**src/rtl/wdt_pkg.sv**
```systemverilog
package wdt_pkg;

  // Width of a counter that must hold values 0 .. limit-1.
  function automatic int unsigned wdt_cnt_width(input int unsigned limit);
    int unsigned w;
    w = $clog2(limit);
    if (w < 1) w = 1;
    return w;
  endfunction

  // Terminal count test: the window is used up when count reaches limit-1.
  function automatic logic wdt_is_terminal(input logic [63:0] count,
                                           input int unsigned limit);
    return (count == 64'(limit - 1));
  endfunction

endpackage

```
**src/rtl/wdt_sync.sv**
```systemverilog
module wdt_sync #(
  parameter int unsigned STAGES = 2
) (
  input  logic clk_i,
  input  logic async_i,
  output logic level_o,
  output logic edge_o
);
  // Chain has STAGES synchronizer flops plus one history flop.
  localparam int unsigned DEPTH = STAGES + 1;

  logic [DEPTH-1:0] chain_q;

  // The chain is not reset: it keeps sampling during system reset so that
  // no false edge appears when reset is released.
  generate
    for (genvar i = 0; i < DEPTH; i++) begin : g_stage
      if (i == 0) begin : g_first
        always_ff @(posedge clk_i) chain_q[0] <= async_i;
      end else begin : g_next
        always_ff @(posedge clk_i) chain_q[i] <= chain_q[i-1];
      end
    end
  endgenerate

  assign level_o = chain_q[STAGES-1];
  assign edge_o  = chain_q[STAGES-1] ^ chain_q[STAGES];
endmodule

```
**src/rtl/wdt_timer.sv**
```systemverilog
module wdt_timer
  import wdt_pkg::*;
#(
  parameter int unsigned LIMIT = 40,
  parameter int unsigned CNT_W = wdt_cnt_width(LIMIT)
) (
  input  logic             clk_i,
  input  logic             rst_i,
  input  logic             kick_i,
  output logic [CNT_W-1:0] count_o,
  output logic             terminal_o,
  output logic             expired_o
);
  logic [CNT_W-1:0] cnt_q;
  logic             exp_q;
  logic             term_w;

  assign term_w = wdt_is_terminal(64'(cnt_q), LIMIT);

  // Priority: reset, then kick, then terminal (saturate and latch), then count.
  always_ff @(posedge clk_i or posedge rst_i) begin
    if (rst_i) begin
      cnt_q <= '0;
      exp_q <= 1'b0;
    end else if (kick_i) begin
      cnt_q <= '0;
      exp_q <= 1'b0;
    end else if (term_w) begin
      exp_q <= 1'b1;
    end else begin
      cnt_q <= cnt_q + CNT_W'(1);
    end
  end

  assign count_o    = cnt_q;
  assign terminal_o = term_w;
  assign expired_o  = exp_q;
endmodule

```
**src/rtl/wdt_out.sv**
```systemverilog
module wdt_out (
  input  logic expired_i,
  input  logic supply_low_i,
  output logic wdo_o
);
  // Active-low alarm. The supply path is purely combinational, so recovery
  // from a supply dip is immediate.
  assign wdo_o = ~(expired_i | supply_low_i);
endmodule

```
**src/rtl/dual_edge_wdt.sv**
```systemverilog
module dual_edge_wdt
  import wdt_pkg::*;
#(
  parameter int unsigned TIMEOUT_CYCLES = 80_000_000,
  parameter int unsigned SYNC_STAGES    = 2,
  localparam int unsigned CNT_W         = wdt_cnt_width(TIMEOUT_CYCLES)
) (
  input  logic clk_i,
  input  logic wdi_i,
  input  logic sys_rst_i,
  input  logic supply_low_i,
  output logic wdo_o
);
  // Named internal events, brought out for the bound checker.
  logic             wdi_level_w;
  logic             kick_w;
  logic [CNT_W-1:0] count_w;
  logic             terminal_w;
  logic             expired_w;

  wdt_sync #(.STAGES(SYNC_STAGES)) u_sync (
    .clk_i   (clk_i),
    .async_i (wdi_i),
    .level_o (wdi_level_w),
    .edge_o  (kick_w)
  );

  wdt_timer #(.LIMIT(TIMEOUT_CYCLES), .CNT_W(CNT_W)) u_timer (
    .clk_i      (clk_i),
    .rst_i      (sys_rst_i),
    .kick_i     (kick_w),
    .count_o    (count_w),
    .terminal_o (terminal_w),
    .expired_o  (expired_w)
  );

  wdt_out u_out (
    .expired_i    (expired_w),
    .supply_low_i (supply_low_i),
    .wdo_o        (wdo_o)
  );
endmodule

```
**config.mk**
```make
export PLATFORM = sky130hd
export DESIGN_NAME = dual_edge_wdt
export DESIGN_NICKNAME = d
export VERILOG_FILES = /design/src/rtl/wdt_pkg.sv /design/src/rtl/wdt_sync.sv /design/src/rtl/wdt_timer.sv /design/src/rtl/wdt_out.sv /design/src/rtl/dual_edge_wdt.sv
export SDC_FILE = /design/constraint.sdc
export NUM_CORES = 1
export LEC_CHECK = 0
export BUFFER_PORTS_ARGS = -buffer_cell sky130_fd_sc_hd__buf_2
export CAP_MARGIN = 20
export CORE_ASPECT_RATIO = 0.75
export CORE_MARGIN = 2
export CORE_UTILIZATION = 50
export DETAILED_ROUTE_END_ITERATION = 10
export HOLD_SLACK_MARGIN = 0.02
export PLACE_DENSITY = 0.67
export SYNTH_ARGS = -nofsm -noshare
export SYNTH_HDL_FRONTEND = slang
export SYNTH_SLANG_ARGS = --single-unit
```
**constraint.sdc**
```tcl
create_clock -name clk_i -period 1.9 [get_ports clk_i]
set_input_delay 0.19 -clock clk_i [delete_from_list [all_inputs] [get_ports clk_i]]
set_output_delay 0.19 -clock clk_i [all_outputs]
set_load 0.005 [all_outputs]
```
; After elaboration in Yosys (flattened, before gate mapping)
; Index checks and enable logic that the tools add are counted.
; W data, S select, Z words.
[totals]
out_inout_bits = 1
wordCells = 16
inputBits = 4
register_bits = 31
[classes]
n_reduce_logical = 1
bitwise_logic = 3
muxes = 4
n_addsub = 1
n_eq_ne = 2
[ops]
columns = cell, n
row1 = $mux W27, 2
row2 = $add A27 B1 Y27 const B, 1
row3 = $eq A27 B27 Y1 const B, 1
row4 = $mux W1, 2
row5 = $ne A2 B2 Y1 const B, 1
row6 = $reduce_bool A2 Y1, 1
row7 = $not A1 Y1, 1
row8 = $or A1 B1 Y1, 1
row9 = $xor A1 B1 Y1, 1

; Longest topological paths before layout
; Gate-level depths: netlist (run 1).
[logic_depth]
depth_word = 3
mapped_depth = 6

; By module
; From an unflattened synthesis (run 1), not the netlist that was laid out.
[hier_totals]
cells_unflattened = 166
area_unflattened_um2 = 1619.1
[by_module_without_submodules]
columns = mod, seq_area_each_um2, cells_per_inst, area_per_inst_um2, n_inst
row1 = wdt_timer, 700.7, 161, 1546.5, 1
row2 = wdt_sync, 60.1, 4, 68.8, 1
row3 = wdt_out, 0.0, 1, 3.8, 1

; Least setup slack after synthesis (run 1)
; OpenSTA, ideal clock, no wires.
[synth_path]
path_kind = flip-flop to flip-flop
from = register u_timer.cnt_q[11], in the netlist u_timer.count_o[11]
to = register u_timer.cnt_q[23], in the netlist u_timer.count_o[23]
setup_time_ps = 78
arrival_ps = 1764
synth_period_minus_slack_ps = 1842
stages_incl_launch_ff = 6
n_path_buf = 1
path_slack_ps = 58
path_cell_list = dfrtp_1 > nand4_1 > or4_1 > buf_2 > or4_1 > a21oi_1
[synth_via]
elab_chain_len = 3
[synth_rtl]
columns = item, line_no
row1 = "start, declared", wdt_timer.sv:14  ; logic [CNT_W-1:0] cnt_q;
row2 = "start signal, assigned", wdt_timer.sv:31  ; cnt_q <= cnt_q + CNT_W'(1);
row3 = $add A27 B1 Y27, wdt_timer.sv:31
row4 = $mux W27, wdt_timer.sv:28  ; end else if (term_w) begin
row5 = $mux W27, wdt_timer.sv:25  ; end else if (kick_i) begin
; Several ways; a longest one is shown, not always the timed one. The select of a mux whose other input is x is not followed.
; A chain may end at the register's enable or synchronous reset.

; Final worst setup path (run 1)
[layout_path]
from = register u_timer.cnt_q[1], in the netlist u_timer.count_o[1]
to = register u_timer.cnt_q[20], in the netlist u_timer.count_o[20]
; Same word-level chain as after synthesis.

==> impl_metrics.json, run 1 <==
{
  "start_util_pct": 51.3,
  "die_area_um2": 3810,
  "arrival_ns": 2.15,
  "setup.worst_path.start_class": "flip-flop",
  "rsz0062_at_grt": "yes",
  "netSwitchingFraction_pct": 22.9,
  "synth_area_um2": 1660,
  "pwr-share-clk_pct": 45.4,
  "dp_slack_ns": -0.154,
  "vias": 1593,
  "cp_num_buf_inv": 1,
  "cts_htree_levels": 2,
  "max_freq_mhz": 515,
  "final_nets": 229,
  "drc_errors": 0,
  "hold_start": "u_sync.chain_q[0]$_DFF_P_",
  "ys_types": 33,
  "power_density_nw_per_um2": 670,
  "cts_buffers": 5,
  "switching_power_mw": 0.343,
  "status": "finished, violations left",
  "clock_sinks": 31,
  "layout_setup_ws_ns": -0.0423,
  "path_max_fanout": 8,
  "first_iter_violations": 124,
  "reg2regPathDepth": 6,
  "synthCells": 182,
  "cp.required_ns": 2.11,
  "cts.path.max_buffers": 2,
  "drtAntennaViolNets": 0,
  "grt_pass1_wl_um": 6430,
  "setup_viol": 2,
  "path_cells": "ha_4, nand3_2, or4_4, buf_6, or3_1, a21oi_1",
  "min_period_over_period_pct": 102,
  "area_growth_pct": 34.3,
  "antenna_cells": 0,
  "hp-class": "reg -> reg",
  "synth.area.top_cells": "dfrtp_1, a21oi_1, nand2_1",
  "drv_slew": 0,
  "p_int_mw": 1.15,
  "r2r-end": "u_timer.count_o[20]$_DFFE_PP0P_",
  "async_reset_ff_share_pct": 90.3,
  "max_stage_delay_ns": 0.58,
  "synthFlopType": "dfrtp_1",
  "synth_nets": 188,
  "ir_drop_mv": 0.526,
  "synth_edf_count": 0,
  "totalWireLength_um": 4340,
  "drive_gt1_share_pct": 34.8,
  "dp_hpwl_um": 2730,
  "synth_top_area_share_pct": 42.1,
  "max_slew.worst_pin.slew_ns": 0.449,
  "via_per_inst": 6.03,
  "yosysSeqAreaShare_pct": 45.7,
  "ctsRootBufferMaster": "clkbuf_8",
  "cpLargestDelayFamily": "simple AND/OR/NAND/NOR gates",
  "io_pins": 5,
  "final_hold_viol_count": 0,
  "critPathCaptureType": "flip-flop",
  "post-route-min-period_ns": 1.94,
  "clock_latency_ns": 0.29,
  "antenna_found_initial": 0,
  "grt.total_usage_pct": 22.3,
  "criticalPathCategory": "reg -> reg",
  "whs_endpoint": "u_sync.level_o$_DFF_P_",
  "core-area_um2": 3240,
  "ys_top_cells_by_count": "dfrtp_1, nand2_1, a21oi_1, nand3_1, o21ai_0",
  "rrSetupSlack_ns": -0.04,
  "clk_pin_slew_ns": 0.07,
  "skew_ns": 0.0127,
  "relSlewSlack_pct": 69.7,
  "synth-seq-cells": 31,
  "yosys_warnings": 0,
  "min_path_cells": 0,
  "rr_startpoint": "u_timer.count_o[1]$_DFFE_PP0P_",
  "utilization_pct": 68.9,
  "critPathSlowestCell": "or4_4",
  "avgSynthCellArea_um2": 9.14,
  "dr.pass1.iters": 4,
  "fp.dieH_um": 53.9,
  "power.leakage_nw": 0.901,
  "std_cell_rows": 18,
  "crit_start": "u_timer.count_o[1]$_DFFE_PP0P_",
  "io_buffer_count": 4,
  "gp_congestion": 0.860,
  "grt_start_max_net_pins": 29,
  "violations": "negative setup slack",
  "power_mw": 1.50,
  "fp.dieW_um": 70.6,
  "cts_tree": "built",
  "seq_power_share_pct": 46.4,
  "yosysMostFrequentCell": "dfrtp_1",
  "avgRoutedWirePerCell_um": 16.5,
  "grt_overflow_total": 0,
  "timing.max_cap.violations": 0,
  "first_global_vias": 1337,
  "p_comb_share_pct": 8.2,
  "yosysTopAreaCell": "dfrtp_1"
}
==> state kept, by name, summed over array words and instances (netlist names) <==
name / cells
u_sync.chain_q: 2
u_timer.expired_o: 1
u_timer.count_o: 27
u_sync.level_o: 1
==> layout by cell type (no fill, tap or decap), types with 4 or more instances in the layout <==
cell,netlist,final
clkbuf_8,0,6
nand2b_1,5,5
buf_2,2,4
dfrtp_1,28,26
a21oi_2,0,5
buf_4,0,35
nand3_1,12,9
nor2_1,10,10
nand2_1,18,18
o21ai_0,12,9
nor3_1,4,4
inv_1,6,6
or4_4,0,6
mux2i_1,6,6
a21oi_1,17,12
xnor2_1,5,4
nor4_1,4,4
nand4_1,4,4
==> worst reg2reg max path: cells and delay by family, from the launching register on <==
family	cells	cell delay, ns
adder cells (fa/ha/maj)	1	0.15
buffers and inverters	1	0.16
AO/OA/AOI/OAI	1	0.17
flip-flops	1	0.43
AND/OR/NAND/NOR	3	0.95
==> stage by stage <==
stage	TNS, ns	std cells	hold slack, ns	instance area, µm²
2_1_floorplan	0	182	0.218	1660
5_1_grt	-0.403	264	0.337	2230
3_5_place_dp	-0.495	242	0.271	1880
4_1_cts	-0.00717	253	0.329	2030
6_report	-0.0545	264	0.328	2230
3_3_place_gp	-0.189	242	0.269	1880
==> routing by layer <==
layer  track usage (%)  vias up  wire (µm)
li1                  -      758          -
met1              31.8      775       2000
met2              33.6       50       2020
met3              5.62       10        254
met4              7.23        0         66
met5                 0        -          0
==> timing repair <==
| action | CTS | global route |
|---|---|---|
| hold endpoints to repair | 29 | 0 |
| hold buffers | 2 | 0 |
| pin swaps | 3 | 15 |
| buffers inserted | 1 | 11 |
| setup endpoints to repair | 13 | 19 |
| gates resized for setup | 4 | 28 |
==> power groups by stage <==
stage               Sequential, mW  Combinational [mW]  Clock (mW)
floorplan                    0.699              0.0588           0
global placement             0.700              0.0950           0
detailed placement           0.701               0.100           0
CTS                          0.689               0.103       0.695
global route                 0.695               0.136       0.722
finish                       0.694               0.123       0.680
==> worst max path at each step <==
stage | end | depth (start not counted)
3_5_place_dp | u_timer.count_o[23]$_DFFE_PP0P_ | 4
4_1_cts | u_timer.count_o[22]$_DFFE_PP0P_ | 4
5_1_grt | u_timer.count_o[20]$_DFFE_PP0P_ | 6
3_3_place_gp | u_timer.count_o[23]$_DFFE_PP0P_ | 4
6_report | u_timer.count_o[20]$_DFFE_PP0P_ | 6
2_1_floorplan | u_timer.count_o[23]$_DFFE_PP0P_ | 5
==> layout make-up <==
| type | instances | area, µm² |
|---|---|---|
| timing repair buffer | 42 | 314 |
| inverter | 6 | 22.5 |
| multi-input combinational | 137 | 966 |
| sequential | 31 | 763 |
| tap | 40 | 50.0 |
| clock buffer | 6 | 82.6 |
| fill | 249 | 1010 |
| clock inverter | 2 | 35.0 |
==> logic make-up (layout without fill, tap and decap cells) <==
family / count (synthesis) / after routing / share of synthesized area, %
AO/OA/AOI/OAI: 43 / 43 / 15.8
XOR/XNOR: 6 / 6 / 3.16
adder cells (fa/ha/maj): 2 / 2 / 1.50
buffers and inverters: 14 / 56 / 3.31
flip-flops: 31 / 31 / 45.7
multiplexers: 6 / 6 / 3.61
AND/OR/NAND/NOR: 80 / 80 / 26.9
Power figures use the tool's default switching activity.
==> run 2, diff against run 1 <==
--- a/config.mk
+++ b/config.mk
@@ -13,6 +13,7 @@
 export DETAILED_ROUTE_END_ITERATION = 10
 export HOLD_SLACK_MARGIN = 0.02
 export PLACE_DENSITY = 0.67
+export SKIP_CTS_REPAIR_TIMING = 1
 export SYNTH_ARGS = -nofsm -noshare
 export SYNTH_HDL_FRONTEND = slang
 export SYNTH_SLANG_ARGS = --single-unit
==> impl_metrics.json, run 2 (same netlist as run 1, synthesis figures left out) <==
{
  "status": "finished, violations left",
  "violations": "negative setup slack",
  "dp_slack_ns": -0.154,
  "fp.dieW_um": 70.6,
  "arrival_ns": 2.15,
  "min_period_over_period_pct": 102,
  "skew_ns": 0.0132,
  "antenna_found_initial": 0,
  "final_nets": 228,
  "drc_errors": 0,
  "stdcell_count": 263,
  "layout_setup_ws_ns": -0.0432,
  "final_cell_mix": "buf_4, dfrtp_1, nand2_1",
  "std_cell_rows": 18,
  "fp.dieH_um": 53.9,
  "layout_commonest_cell": "buf_4",
  "core-area_um2": 3240,
  "power_density_nw_per_um2": 670,
  "drv_slew": 0,
  "power_mw": 1.50,
  "io_buffer_count": 4,
  "drive_gt1_share_pct": 35.0,
  "final_area_um2": 2240,
  "clock_sinks": 31,
  "max_freq_mhz": 515,
  "totalWireLength_um": 4300,
  "clock_latency_ns": 0.29,
  "vias": 1572,
  "top_layer_used": "met4",
  "reg2regPathDepth": 6,
  "post-route-min-period_ns": 1.94,
  "hp-class": "reg -> reg",
  "rsz0062_at_grt": "yes",
  "die_area_um2": 3810,
  "first_iter_violations": 141,
  "dp_hpwl_um": 2730,
  "gp_congestion": 0.860,
  "setup_viol": 1,
  "wl_met3_um": 220,
  "setup.worst_path.end": "u_timer.count_o[20]$_DFFE_PP0P_",
  "ctsRootBufferMaster": "clkbuf_8",
  "grt_pass1_wl_um": 6420,
  "p_int_mw": 1.15,
  "path_max_fanout": 8,
  "dp_cells": 242,
  "grt_overflow_total": 0,
  "timing.max_cap.violations": 0,
  "area_growth_pct": 34.8,
  "clk_pin_slew_ns": 0.07,
  "via_per_inst": 5.98,
  "p_comb_share_pct": 8.4,
  "crit_start": "u_timer.count_o[0]$_DFFE_PP0P_",
  "setup.worst_path.start_class": "flip-flop",
  "power.leakage_nw": 0.901,
  "avgRoutedWirePerCell_um": 16.4,
  "seq_power_share_pct": 46.2,
  "switching_power_mw": 0.348,
  "io_pins": 5,
  "start_util_pct": 51.3,
  "wl_met2_um": 1990,
  "rr_startpoint": "u_timer.count_o[0]$_DFFE_PP0P_",
  "largest_reg_flops": 27,
  "cts_htree_levels": 2,
  "rrSetupSlack_ns": -0.04,
  "path_cells": "ha_4, nand3_2, or4_4, buf_6, or3_1, a21oi_1",
  "ir_drop_mv": 0.534,
  "grt.total_usage_pct": 22.3,
  "grt_start_max_net_pins": 29,
  "cts_tree": "built",
  "criticalPathCategory": "reg -> reg",
  "cts.path.max_buffers": 2,
  "cp.required_ns": 2.11,
  "critPathCaptureType": "flip-flop",
  "critPathSlowestCell": "or4_4",
  "relSlewSlack_pct": 75.1,
  "max_slew.worst_pin.slew_ns": 0.370,
  "hold_start": "u_sync.chain_q[0]$_DFF_P_",
  "pwr-share-clk_pct": 45.5,
  "first_global_vias": 1328,
  "r2r-end": "u_timer.count_o[20]$_DFFE_PP0P_",
  "dr.pass1.iters": 5,
  "dpl_cell_area_um2": 1880,
  "netSwitchingFraction_pct": 23.2,
  "hold_ws_ns": 0.329,
  "max_stage_delay_ns": 0.58,
  "antenna_cells": 0,
  "drtAntennaViolNets": 0,
  "wl_met1_um": 2030,
  "final_hold_viol_count": 0,
  "cts_buffers": 5
}
## run 2: worst min-delay path by stage
stage	slack, ns	end	depth (start not counted)
2_1_floorplan	0.22	u_sync.chain_q[0]$_DFF_P_	0
3_3_place_gp	0.27	u_timer.count_o[13]$_DFFE_PP0P_	3
3_5_place_dp	0.27	u_timer.count_o[10]$_DFFE_PP0P_	3
4_1_cts	-0.04	u_timer.count_o[14]$_DFFE_PP0P_	3
5_1_grt	0.34	u_sync.level_o$_DFF_P_	0
6_report	0.33	u_sync.level_o$_DFF_P_	0
## run 2: routing by layer
layer  vias up  track usage [%]
li1        754                -
met1       762             31.8
met2        46             33.6
met3        10             5.62
met4         0             7.23
met5         -                0
## run 2: power groups by stage
stage,combinational [mW],sequential [mW],clock (mW)
5_1_grt,0.140,0.695,0.726
3_3_place_gp,0.0950,0.700,0
2_1_floorplan,0.0588,0.699,0
3_5_place_dp,0.100,0.701,0
4_1_cts,0.0998,0.689,0.695
6_report,0.126,0.693,0.683
## run 2: through the flow
stage                     util, %  setup TNS [ns]
final                        69.1         -0.0432
after global routing         69.1          -0.318
after global placement       58.0          -0.189
after detailed placement     58.0          -0.495
after CTS                    61.6          -0.723
after floorplan                 -               0
## run 2: area by class of cell
class / count / area (µm²)
fillers: 245 / 1000
flip-flops and latches: 31 / 763
inverters: 6 / 22.5
well taps: 40 / 50.0
clock inverters: 2 / 35.0
multi-input cells: 137 / 981
clock buffers: 6 / 82.6
repair buffers: 41 / 307
## run 2: worst max-delay path, delay by kind of cell (launching register included)
| family | cells | cell delay, ns |
|---|---|---|
| AND/OR/NAND/NOR | 3 | 0.97 |
| flip-flops | 1 | 0.42 |
| AO/OA/AOI/OAI | 1 | 0.17 |
| buffers and inverters | 1 | 0.16 |
| adder cells (fa/ha/maj) | 1 | 0.15 |
